### src/rtl/sc_txs_pkg.sv
// Shared constants for the smart card transmit status block.
// Assumes the etu tick arrives twice per elementary time unit.
package sc_txs_pkg;
    // Half-etu ticks from end of character to transmit-end, per guard mode.
    localparam int unsigned GM0_HALF_TICKS = 5;
    localparam int unsigned GM1_HALF_TICKS = 2;

    // Guard mode encoding.
    typedef enum logic {
        GUARD_LONG  = 1'b0,
        GUARD_SHORT = 1'b1
    } guard_mode_e;
endpackage

### src/rtl/sc_txs_rw0_arm.sv
// Read-one-then-write-zero clear sequencer.
// Arms when a read happens while the watched flag is 1. An armed write of 0
// produces a one-cycle clear request and disarms. A flush also disarms.
module sc_txs_rw0_arm (
    input  logic clk,
    input  logic rst_n,
    input  logic flush_i,
    input  logic rd_i,
    input  logic flag_i,
    input  logic wr_i,
    input  logic wr_data_i,
    output logic clr_o
);
    logic armed_q;

    // Clear request: armed and software writes a zero.
    always_comb clr_o = armed_q && wr_i && !wr_data_i;

    // Arming state: set by a read that returns 1, dropped by any clear.
    always_ff @(posedge clk) begin
        if (!rst_n || flush_i) begin
            armed_q <= 1'b0;
        end else if (clr_o) begin
            armed_q <= 1'b0;
        end else if (rd_i && flag_i) begin
            armed_q <= 1'b1;
        end
    end
endmodule

### src/rtl/sc_txs_guard_timer.sv
// Counts half-etu ticks after a character and pulses expire_o on the tick
// that completes the guard-mode delay. A new character restarts it.
// Assumes char_done and a tick never need to count in the same cycle.
module sc_txs_guard_timer
    import sc_txs_pkg::*;
#(
    parameter int unsigned LONG_TICKS  = GM0_HALF_TICKS,
    parameter int unsigned SHORT_TICKS = GM1_HALF_TICKS
) (
    input  logic clk,
    input  logic rst_n,
    input  logic flush_i,
    input  logic start_i,
    input  logic tick_i,
    input  logic guard_mode_i,
    output logic expire_o
);
    localparam int unsigned MAX_TICKS = (LONG_TICKS > SHORT_TICKS) ? LONG_TICKS : SHORT_TICKS;
    localparam int unsigned CNT_W     = $clog2(MAX_TICKS + 1);
    localparam logic [CNT_W-1:0] LONG_TGT  = CNT_W'(LONG_TICKS);
    localparam logic [CNT_W-1:0] SHORT_TGT = CNT_W'(SHORT_TICKS);

    logic             busy_q;
    logic [CNT_W-1:0] cnt_q;
    logic [CNT_W-1:0] tgt_q;
    logic [CNT_W-1:0] cnt_inc;

    // Next tick count and expiry on the tick that reaches the target.
    always_comb begin
        cnt_inc  = cnt_q + CNT_W'(1);
        expire_o = busy_q && tick_i && !start_i && (cnt_inc == tgt_q);
    end

    // Delay state: load target on start, count ticks, stop on expiry.
    always_ff @(posedge clk) begin
        if (!rst_n || flush_i) begin
            busy_q <= 1'b0;
            cnt_q  <= '0;
            tgt_q  <= '0;
        end else if (start_i) begin
            busy_q <= 1'b1;
            cnt_q  <= '0;
            tgt_q  <= (guard_mode_e'(guard_mode_i) == GUARD_SHORT) ? SHORT_TGT : LONG_TGT;
        end else if (expire_o) begin
            busy_q <= 1'b0;
            cnt_q  <= '0;
        end else if (busy_q && tick_i) begin
            cnt_q  <= cnt_inc;
        end
    end
endmodule

### src/rtl/sc_txs_err_flag.sv
// Error-signal flag. Set when the returned line is sampled low during
// transmission. Cleared by low power or an armed write of zero. Set wins.
module sc_txs_err_flag (
    input  logic clk,
    input  logic rst_n,
    input  logic pwr_down_i,
    input  logic sample_i,
    input  logic level_i,
    input  logic tx_en_i,
    input  logic sw_clr_i,
    output logic flag_o
);
    logic set_c;

    // Set condition: a low sample while the transmitter is enabled.
    always_comb set_c = sample_i && !level_i && tx_en_i;

    // Flag register with low power first, then set over software clear.
    always_ff @(posedge clk) begin
        if (!rst_n || pwr_down_i) begin
            flag_o <= 1'b0;
        end else if (set_c) begin
            flag_o <= 1'b1;
        end else if (sw_clr_i) begin
            flag_o <= 1'b0;
        end
    end
endmodule

### src/rtl/sc_txs_end_flag.sv
// Transmit-end flag. Set by low power, by idle with no error, or by the
// guard-delay expiry when data is empty and no error. Cleared by a data
// write or an armed empty-flag clear. Set wins.
module sc_txs_end_flag (
    input  logic clk,
    input  logic rst_n,
    input  logic pwr_down_i,
    input  logic tx_en_i,
    input  logic err_i,
    input  logic expire_i,
    input  logic tdr_empty_i,
    input  logic data_wr_i,
    input  logic sw_clr_i,
    output logic flag_o
);
    logic set_c;
    logic clr_c;

    // Set and clear conditions.
    always_comb begin
        set_c = pwr_down_i
              || (!tx_en_i && !err_i)
              || (expire_i && tdr_empty_i && !err_i);
        clr_c = data_wr_i || sw_clr_i;
    end

    // Flag register, reset value 1, set over clear.
    always_ff @(posedge clk) begin
        if (!rst_n) begin
            flag_o <= 1'b1;
        end else if (set_c) begin
            flag_o <= 1'b1;
        end else if (clr_c) begin
            flag_o <= 1'b0;
        end
    end
endmodule

### src/rtl/sc_tx_status.sv
// Top of the smart card transmit status block: wires the two clear
// sequencers, the guard-delay timer and the two flag registers.
// Assumes all strobes are one clock wide and synchronous to clk.
module sc_tx_status
    import sc_txs_pkg::*;
#(
    parameter int unsigned LONG_TICKS  = GM0_HALF_TICKS,
    parameter int unsigned SHORT_TICKS = GM1_HALF_TICKS
) (
    input  logic clk,
    input  logic rst_n,
    input  logic pwr_down_i,
    input  logic half_etu_tick_i,
    input  logic char_done_i,
    input  logic err_sample_i,
    input  logic err_level_i,
    input  logic tx_en_i,
    input  logic guard_mode_i,
    input  logic tdr_empty_i,
    input  logic err_rd_i,
    input  logic err_wr_i,
    input  logic err_wr_data_i,
    input  logic empty_rd_i,
    input  logic empty_wr_i,
    input  logic empty_wr_data_i,
    input  logic data_wr_i,
    output logic err_flag_o,
    output logic tx_end_o
);
    logic err_sw_clr;
    logic empty_sw_clr;
    logic expire;
    logic err_q;

    sc_txs_rw0_arm u_err_arm (
        .clk       (clk),
        .rst_n     (rst_n),
        .flush_i   (pwr_down_i),
        .rd_i      (err_rd_i),
        .flag_i    (err_q),
        .wr_i      (err_wr_i),
        .wr_data_i (err_wr_data_i),
        .clr_o     (err_sw_clr)
    );

    sc_txs_rw0_arm u_empty_arm (
        .clk       (clk),
        .rst_n     (rst_n),
        .flush_i   (pwr_down_i),
        .rd_i      (empty_rd_i),
        .flag_i    (tdr_empty_i),
        .wr_i      (empty_wr_i),
        .wr_data_i (empty_wr_data_i),
        .clr_o     (empty_sw_clr)
    );

    sc_txs_guard_timer #(
        .LONG_TICKS  (LONG_TICKS),
        .SHORT_TICKS (SHORT_TICKS)
    ) u_timer (
        .clk          (clk),
        .rst_n        (rst_n),
        .flush_i      (pwr_down_i),
        .start_i      (char_done_i),
        .tick_i       (half_etu_tick_i),
        .guard_mode_i (guard_mode_i),
        .expire_o     (expire)
    );

    sc_txs_err_flag u_err (
        .clk        (clk),
        .rst_n      (rst_n),
        .pwr_down_i (pwr_down_i),
        .sample_i   (err_sample_i),
        .level_i    (err_level_i),
        .tx_en_i    (tx_en_i),
        .sw_clr_i   (err_sw_clr),
        .flag_o     (err_q)
    );

    sc_txs_end_flag u_end (
        .clk         (clk),
        .rst_n       (rst_n),
        .pwr_down_i  (pwr_down_i),
        .tx_en_i     (tx_en_i),
        .err_i       (err_q),
        .expire_i    (expire),
        .tdr_empty_i (tdr_empty_i),
        .data_wr_i   (data_wr_i),
        .sw_clr_i    (empty_sw_clr),
        .flag_o      (tx_end_o)
    );

    // Output of the error flag.
    always_comb err_flag_o = err_q;
endmodule

### config.mk
export PLATFORM = sky130hd
export DESIGN_NAME = sc_tx_status
export DESIGN_NICKNAME = d
export VERILOG_FILES = /design/src/rtl/sc_txs_pkg.sv /design/src/rtl/sc_txs_rw0_arm.sv /design/src/rtl/sc_txs_guard_timer.sv /design/src/rtl/sc_txs_err_flag.sv /design/src/rtl/sc_txs_end_flag.sv /design/src/rtl/sc_tx_status.sv
export SDC_FILE = /design/constraint.sdc
export NUM_CORES = 1
export LEC_CHECK = 0
export ABC_CLOCK_PERIOD_IN_PS = 1400
export BUFFER_PORTS_ARGS = -buffer_cell sky130_fd_sc_hd__clkbuf_2
export CAP_MARGIN = 20
export CELL_PAD_IN_SITES_DETAIL_PLACEMENT = 1
export CELL_PAD_IN_SITES_GLOBAL_PLACEMENT = 1
export CORE_AREA = 2 2 46 48
export CTS_CLUSTER_SIZE = 24
export DETAILED_ROUTE_END_ITERATION = 16
export DIE_AREA = 0 0 48 50
export PLACE_DENSITY = 0.71
export SKIP_LAST_GASP = 1
export SYNTH_ARGS = -nofsm -noshare
export SYNTH_HDL_FRONTEND = slang
export SYNTH_SLANG_ARGS = --single-unit
### constraint.sdc
create_clock -name clk -period 1.4 [get_ports clk]
set_input_delay 0.28 -clock clk [delete_from_list [all_inputs] [get_ports clk]]
set_output_delay 0.28 -clock clk [all_outputs]
set_load 0.1 [all_outputs]
; ---- After elaboration in Yosys (flattened, before gate mapping)
; Cells that the tools add are included.
[word_totals]
reg_bits = 11
in_bits = 17
output_inout_bits = 2
word_cells = 46
[classes]
add_sub_neg = 1
eq_ne = 1
n_mux = 5
bitwise_logic = 1
n_reduce_logical = 31
[op_table]
columns = op, n
row1 = 1-bit logical AND, 14
row2 = 1-bit logical NOT, 7
row3 = 2-bit OR reduction, 3
row4 = 1-bit logical OR, 4
row5 = 1-bit 2-to-1 mux, 4
row6 = 2-bit nonzero test, 2
row7 = "3-bit by 1-bit adder with 3-bit output, second input constant", 1
row8 = 3-bit equality test, 1
row9 = 3-bit 2-to-1 mux, 1
row10 = 3-bit OR reduction, 1
row11 = 1-bit NOT, 1

; ---- Logic depth before layout (Yosys ltp)
[depth]
ltp_word = 7
ltp_mapped = 5

; ---- Cells and area by module
; From an unflattened synthesis, not the netlist that was laid out.
[unflattened]
hier_cells = 56
hier_area_um2 = 520.5
[by_module_without_submodules]
columns = mod, n_inst, cells_per_inst, area_each_um2
row1 = sc_txs_guard_timer, 1, 38, 329.1
row2 = sc_txs_rw0_arm, 2, 4, 48.8
row3 = sc_txs_end_flag, 1, 5, 48.8
row4 = sc_txs_err_flag, 1, 5, 45.0

; ---- Least setup slack after synthesis
; No wires, ideal clock.
[synth_timing]
path_type = register to register
from = reg u_err.flag_o
to = reg u_end.flag_o
arrival_time_ns = 1.407
required_ns = 1.274
setup_slack_ns = -0.133
path_stages_with_launch = 4
synth_period_minus_slack_ns = 1.533
path_cell_list = dfxtp_1 > nor2_1 > a311oi_1 > o21ai_1
[synth_via]
elab_chain_cells = 5
[synth_rtl]
columns = element, line
row1 = from (decl), sc_txs_err_flag.sv:11  ; output logic flag_o
row2 = from (signal assigned), sc_txs_err_flag.sv:21  ; flag_o <= 1'b0;
row3 = from (signal assigned), sc_txs_err_flag.sv:23  ; flag_o <= 1'b1;
row4 = from (signal assigned), sc_txs_err_flag.sv:25  ; flag_o <= 1'b0;
row5 = 1-bit logical NOT *, "sc_txs_end_flag.sv:22, sc_txs_end_flag.sv:23"
row6 = 1-bit logical AND, sc_txs_end_flag.sv:22  ; || (!tx_en_i && !err_i)
row7 = 1-bit logical OR, sc_txs_end_flag.sv:22
row8 = 1-bit logical OR *, sc_txs_end_flag.sv:23  ; || (expire_i && tdr_empty_i && !err_i);
row9 = 2-bit OR reduction (no source line) *, --
row10 = to (signal assigned), sc_txs_end_flag.sv:30  ; flag_o <= 1'b1;
row11 = to (signal assigned), sc_txs_end_flag.sv:32  ; flag_o <= 1'b1;
row12 = to (signal assigned), sc_txs_end_flag.sv:34  ; flag_o <= 1'b0;
row13 = to (decl), sc_txs_end_flag.sv:14  ; output logic flag_o
; Every way passes the cells marked *; elsewhere a longest branch is shown, timed or not.
; A chain may end at the register's enable or synchronous reset.

; ---- Worst setup path after layout
[layout_timing]
from = reg u_timer.cnt_q[0]
to = reg u_timer.cnt_q[2]
[layout_via]
elab_chain_cells = 4
[layout_rtl]
columns = element, line
row1 = from (decl), sc_txs_guard_timer.sv:24  ; logic [CNT_W-1:0] cnt_q;
row2 = from (signal assigned), sc_txs_guard_timer.sv:48  ; cnt_q <= cnt_inc;
row3 = 3-bit by 1-bit adder with 3-bit output, sc_txs_guard_timer.sv:30  ; cnt_inc = cnt_q + CNT_W'(1);
row4 = net u_timer.cnt_inc[1], sc_txs_guard_timer.sv:26  ; logic [CNT_W-1:0] cnt_inc;
row5 = 3-bit equality test, sc_txs_guard_timer.sv:31  ; expire_o = busy_q && tick_i && !start_i && (cnt_inc == tgt_q);
row6 = 1-bit logical AND, sc_txs_guard_timer.sv:31
row7 = 3-bit OR reduction (no source line), --
; The timed path passes the listed nets, and every way through them passes these cells.

==> results.cfg <==
[status]
outcome = complete, no violations

[placed_design]
postPlaceCellArea_um2 = 681.9
port-buffer-count = 18
hpwl_um = 1100
dp_slack_ns = -0.03753
place_inst = 109
gp_congestion = 0.7515

[synthesis]
synth_top_area_frac = 0.3819
ys.flop_type = dfxtp_1
ys_ff_latch = 10
seq_area_frac_synth = 0.3819
synth_area_um2 = 524.3
ys_top_cells_by_area = dfxtp_1, nor2_1, nand3b_1, a21oi_1, a32o_1
synth.distinct_cells = 24
yosys-top-cells-count = dfxtp_1, nor2_1
ys_warn_count = 0
async_reset_ff_frac = 0
synth_top_area_cell = dfxtp_1
synth_area_per_cell_um2 = 8.456
syn_inst = 62
synth_edf_count = 0
synth.net_count = 80

[sta]
setup_viol = 0
period_needed_ns = 1.356
setup_slack_ns = 0.04363
maxSlewHeadroom = 0.8141
rsz0062_at_grt = no
min_period_over_period = 0.9688
fmax_ghz = 0.7373
worst_slew_pin_slew_ns = 0.2812
holdWs_ns = 0.2548
drv_slew = 0
skew_ns = 0.003716
timing.final.hold_violations = 0

[global_routing]
grt_pass1_wl_um = 2201
grt_pass1_vias = 540
grt_max_degree = 7
grt_use_total = 0.1271
antenna_found_initial = 0
grt_overflow = 0

[worst_setup_path]
r2r_slack_ns = 0.04
reg2reg_depth = 5
critPathMaxFanout = 3
critical-path-max-stage-delay_ns = 0.34
critPathArrivalTime_ns = 1.51
critical_path_class = register to register
path_cells = ha_4 -> xor2_4 -> nor2_1 -> o21ai_0 -> a32o_1
cp-end-kind = register
cp.required_ns = 1.56
cp_slowest_cell = dfxtp_2
path_buf_inv = 0
start_kind = register
critPathTopFamily = compound AO/OA/AOI/OAI gates
r2r-start = u_timer.cnt_q[0]
reg2reg_to = u_timer.cnt_q[2]

[detailed_routing]
ant_nets = 0
dr.pass1.iters = 4
via_count = 517
routed_wl_um = 1326
dr.first_iter.drc_count = 5
drc_errors = 0
viasPerCell = 4.616
wl_per_cell_um = 11.84

[finish]
drive_gt1_frac = 0.4118
nFillCells = 242
regArea_um2 = 203.9
multiInputGateArea_um2 = 355.3
nNetsFinal = 105
n_antenna_cell = 0
layout.cells.non_filler = 112
syn_to_final_growth_pct = 45.11
final_area_um2 = 760.7

[clocking]
clk_pin_slew_ns = 0.07
clock_sinks = 10
cts_made_buffers = 3
htreeDepth = 1
cts_tree = built
cts.path.max_buffers = 2
clock_latency_ns = 0.26
clockRootBuffer = clkbuf_4

[power_and_ir_drop]
switching_share = 0.2589
leakage_nw = 0.3149
power_frac_comb = 0.140
ir_worst_vdd_mv = 0.3710
power_frac_seq = 0.516
switchingPower_mw = 0.1490
powerDensity_nw_per_um2 = 756.6
internal_power_mw = 0.4266
clock_power_share = 0.344

[run]
maxCapViolCount = 0

[hold_path]
min_path_type = input pin to register
hold_depth = 2
hold-path-endpoint = u_timer.busy_q
holdCritStartpoint = half_etu_tick_i

[floorplan]
dieHeight_um = 50
die-area_um2 = 2400
rows = 16
start_util = 0.2757
dieWidth_um = 48
core_area_um2 = 1902
pin_count = 19
[worst max-delay path by stage]
stage	startpoint	end	depth (start not counted)
floorplan	u_timer.cnt_q[0]	u_timer.cnt_q[2]	5
global placement	u_timer.cnt_q[0]	u_timer.cnt_q[2]	5
detailed placement	u_timer.cnt_q[0]	u_timer.cnt_q[2]	5
CTS	u_timer.cnt_q[1]	u_timer.cnt_q[2]	5
global route	u_timer.cnt_q[1]	u_timer.cnt_q[2]	5
finish	u_timer.cnt_q[0]	u_timer.cnt_q[2]	5
[per-layer routing]
| layer | vias to the layer above | GRT usage | share of wire |
|---|---|---|---|
| li1 | 260 | - | - |
| met1 | 238 | 0.1350 | 0.45 |
| met2 | 17 | 0.2222 | 0.49 |
| met3 | 2 | 0.03297 | 0.043 |
| met4 | 0 | 0.05405 | 0.0098 |
| met5 | - | 0 | 0 |
[layout make-up]
cell class,instances,area share
well taps,27,0.04441
multi-input cells,47,0.4671
inverters,4,0.01974
clock buffers,3,0.02961
flip-flops and latches,10,0.2681
repair buffers,21,0.1711
[what timing repair did]
item | 4_1_cts | 5_1_grt
setup endpoints to repair | 4 | 4
buffers inserted | 0 | 0
pin swaps | 1 | 1
resized for setup | 4 | 5
hold buffers | 0 | 0
[power by group through the flow]
stage               logic, mW  registers (mW)  clock network, mW
floorplan              0.0303           0.312                  0
global placement       0.0775           0.302                  0
detailed placement     0.0801           0.303                  0
CTS                    0.0806           0.296              0.206
global route           0.0898           0.298              0.223
finish                 0.0807           0.297              0.198
[cell families after synthesis]
kind of cell,Yosys count,synth area share
AO/OA/AOI/OAI,13,0.1694
XOR/XNOR,2,0.03342
adder cells (fa/ha/maj),1,0.02386
buffers and inverters,5,0.04296
flip-flops,10,0.3819
multiplexers,2,0.03819
AND/OR/NAND/NOR,29,0.3103
[stage by stage]
step                utilization  power (mW)  setup TNS (ns)
detailed placement       0.3586      0.3826         -0.1023
floorplan                     -      0.3428               0
CTS                      0.3803      0.5831               0
finish                   0.4000      0.5756               0
global placement         0.3586      0.3796               0
global route             0.4000      0.6100               0
[worst reg2reg max path: stages (launching register included)]
cell and delay (ns):
dfxtp_2 0.34, ha_4 0.26, xor2_4 0.19, nor2_1 0.11, o21ai_0 0.08, a32o_1 0.27
[flip-flops by register name, indices dropped and copies added, names as in the netlist]
register and count:
u_err.flag_o 1, u_err_arm.armed_q 1, u_end.flag_o 1, u_empty_arm.armed_q 1
u_timer.busy_q 1, u_timer.cnt_q 3, u_timer.tgt_q 2
[cell usage in the layout, fill, tap and decap left out]
cell type  count
nand3_1        2
nand2_1        4
a311oi_1       1
clkbuf_4       3
o21ai_1        1
nor2_2         1
a311oi_2       1
dfxtp_2        3
mux2i_2        1
buf_12         1
nand2b_1       3
nand3b_1       4
and3_1         1
o21ai_0        4
and4b_2        1
xnor2_4        1
buf_4          4
nor2b_4        1
xor2_4         1
mux2i_1        1
a21oi_1        4
dfxtp_1        7
clkbuf_2      16
and2_1         1
ha_4           1
or2b_1         1
nor2_1        10
a32o_1         2
inv_1          4
(Power assumes the default switching activity.)
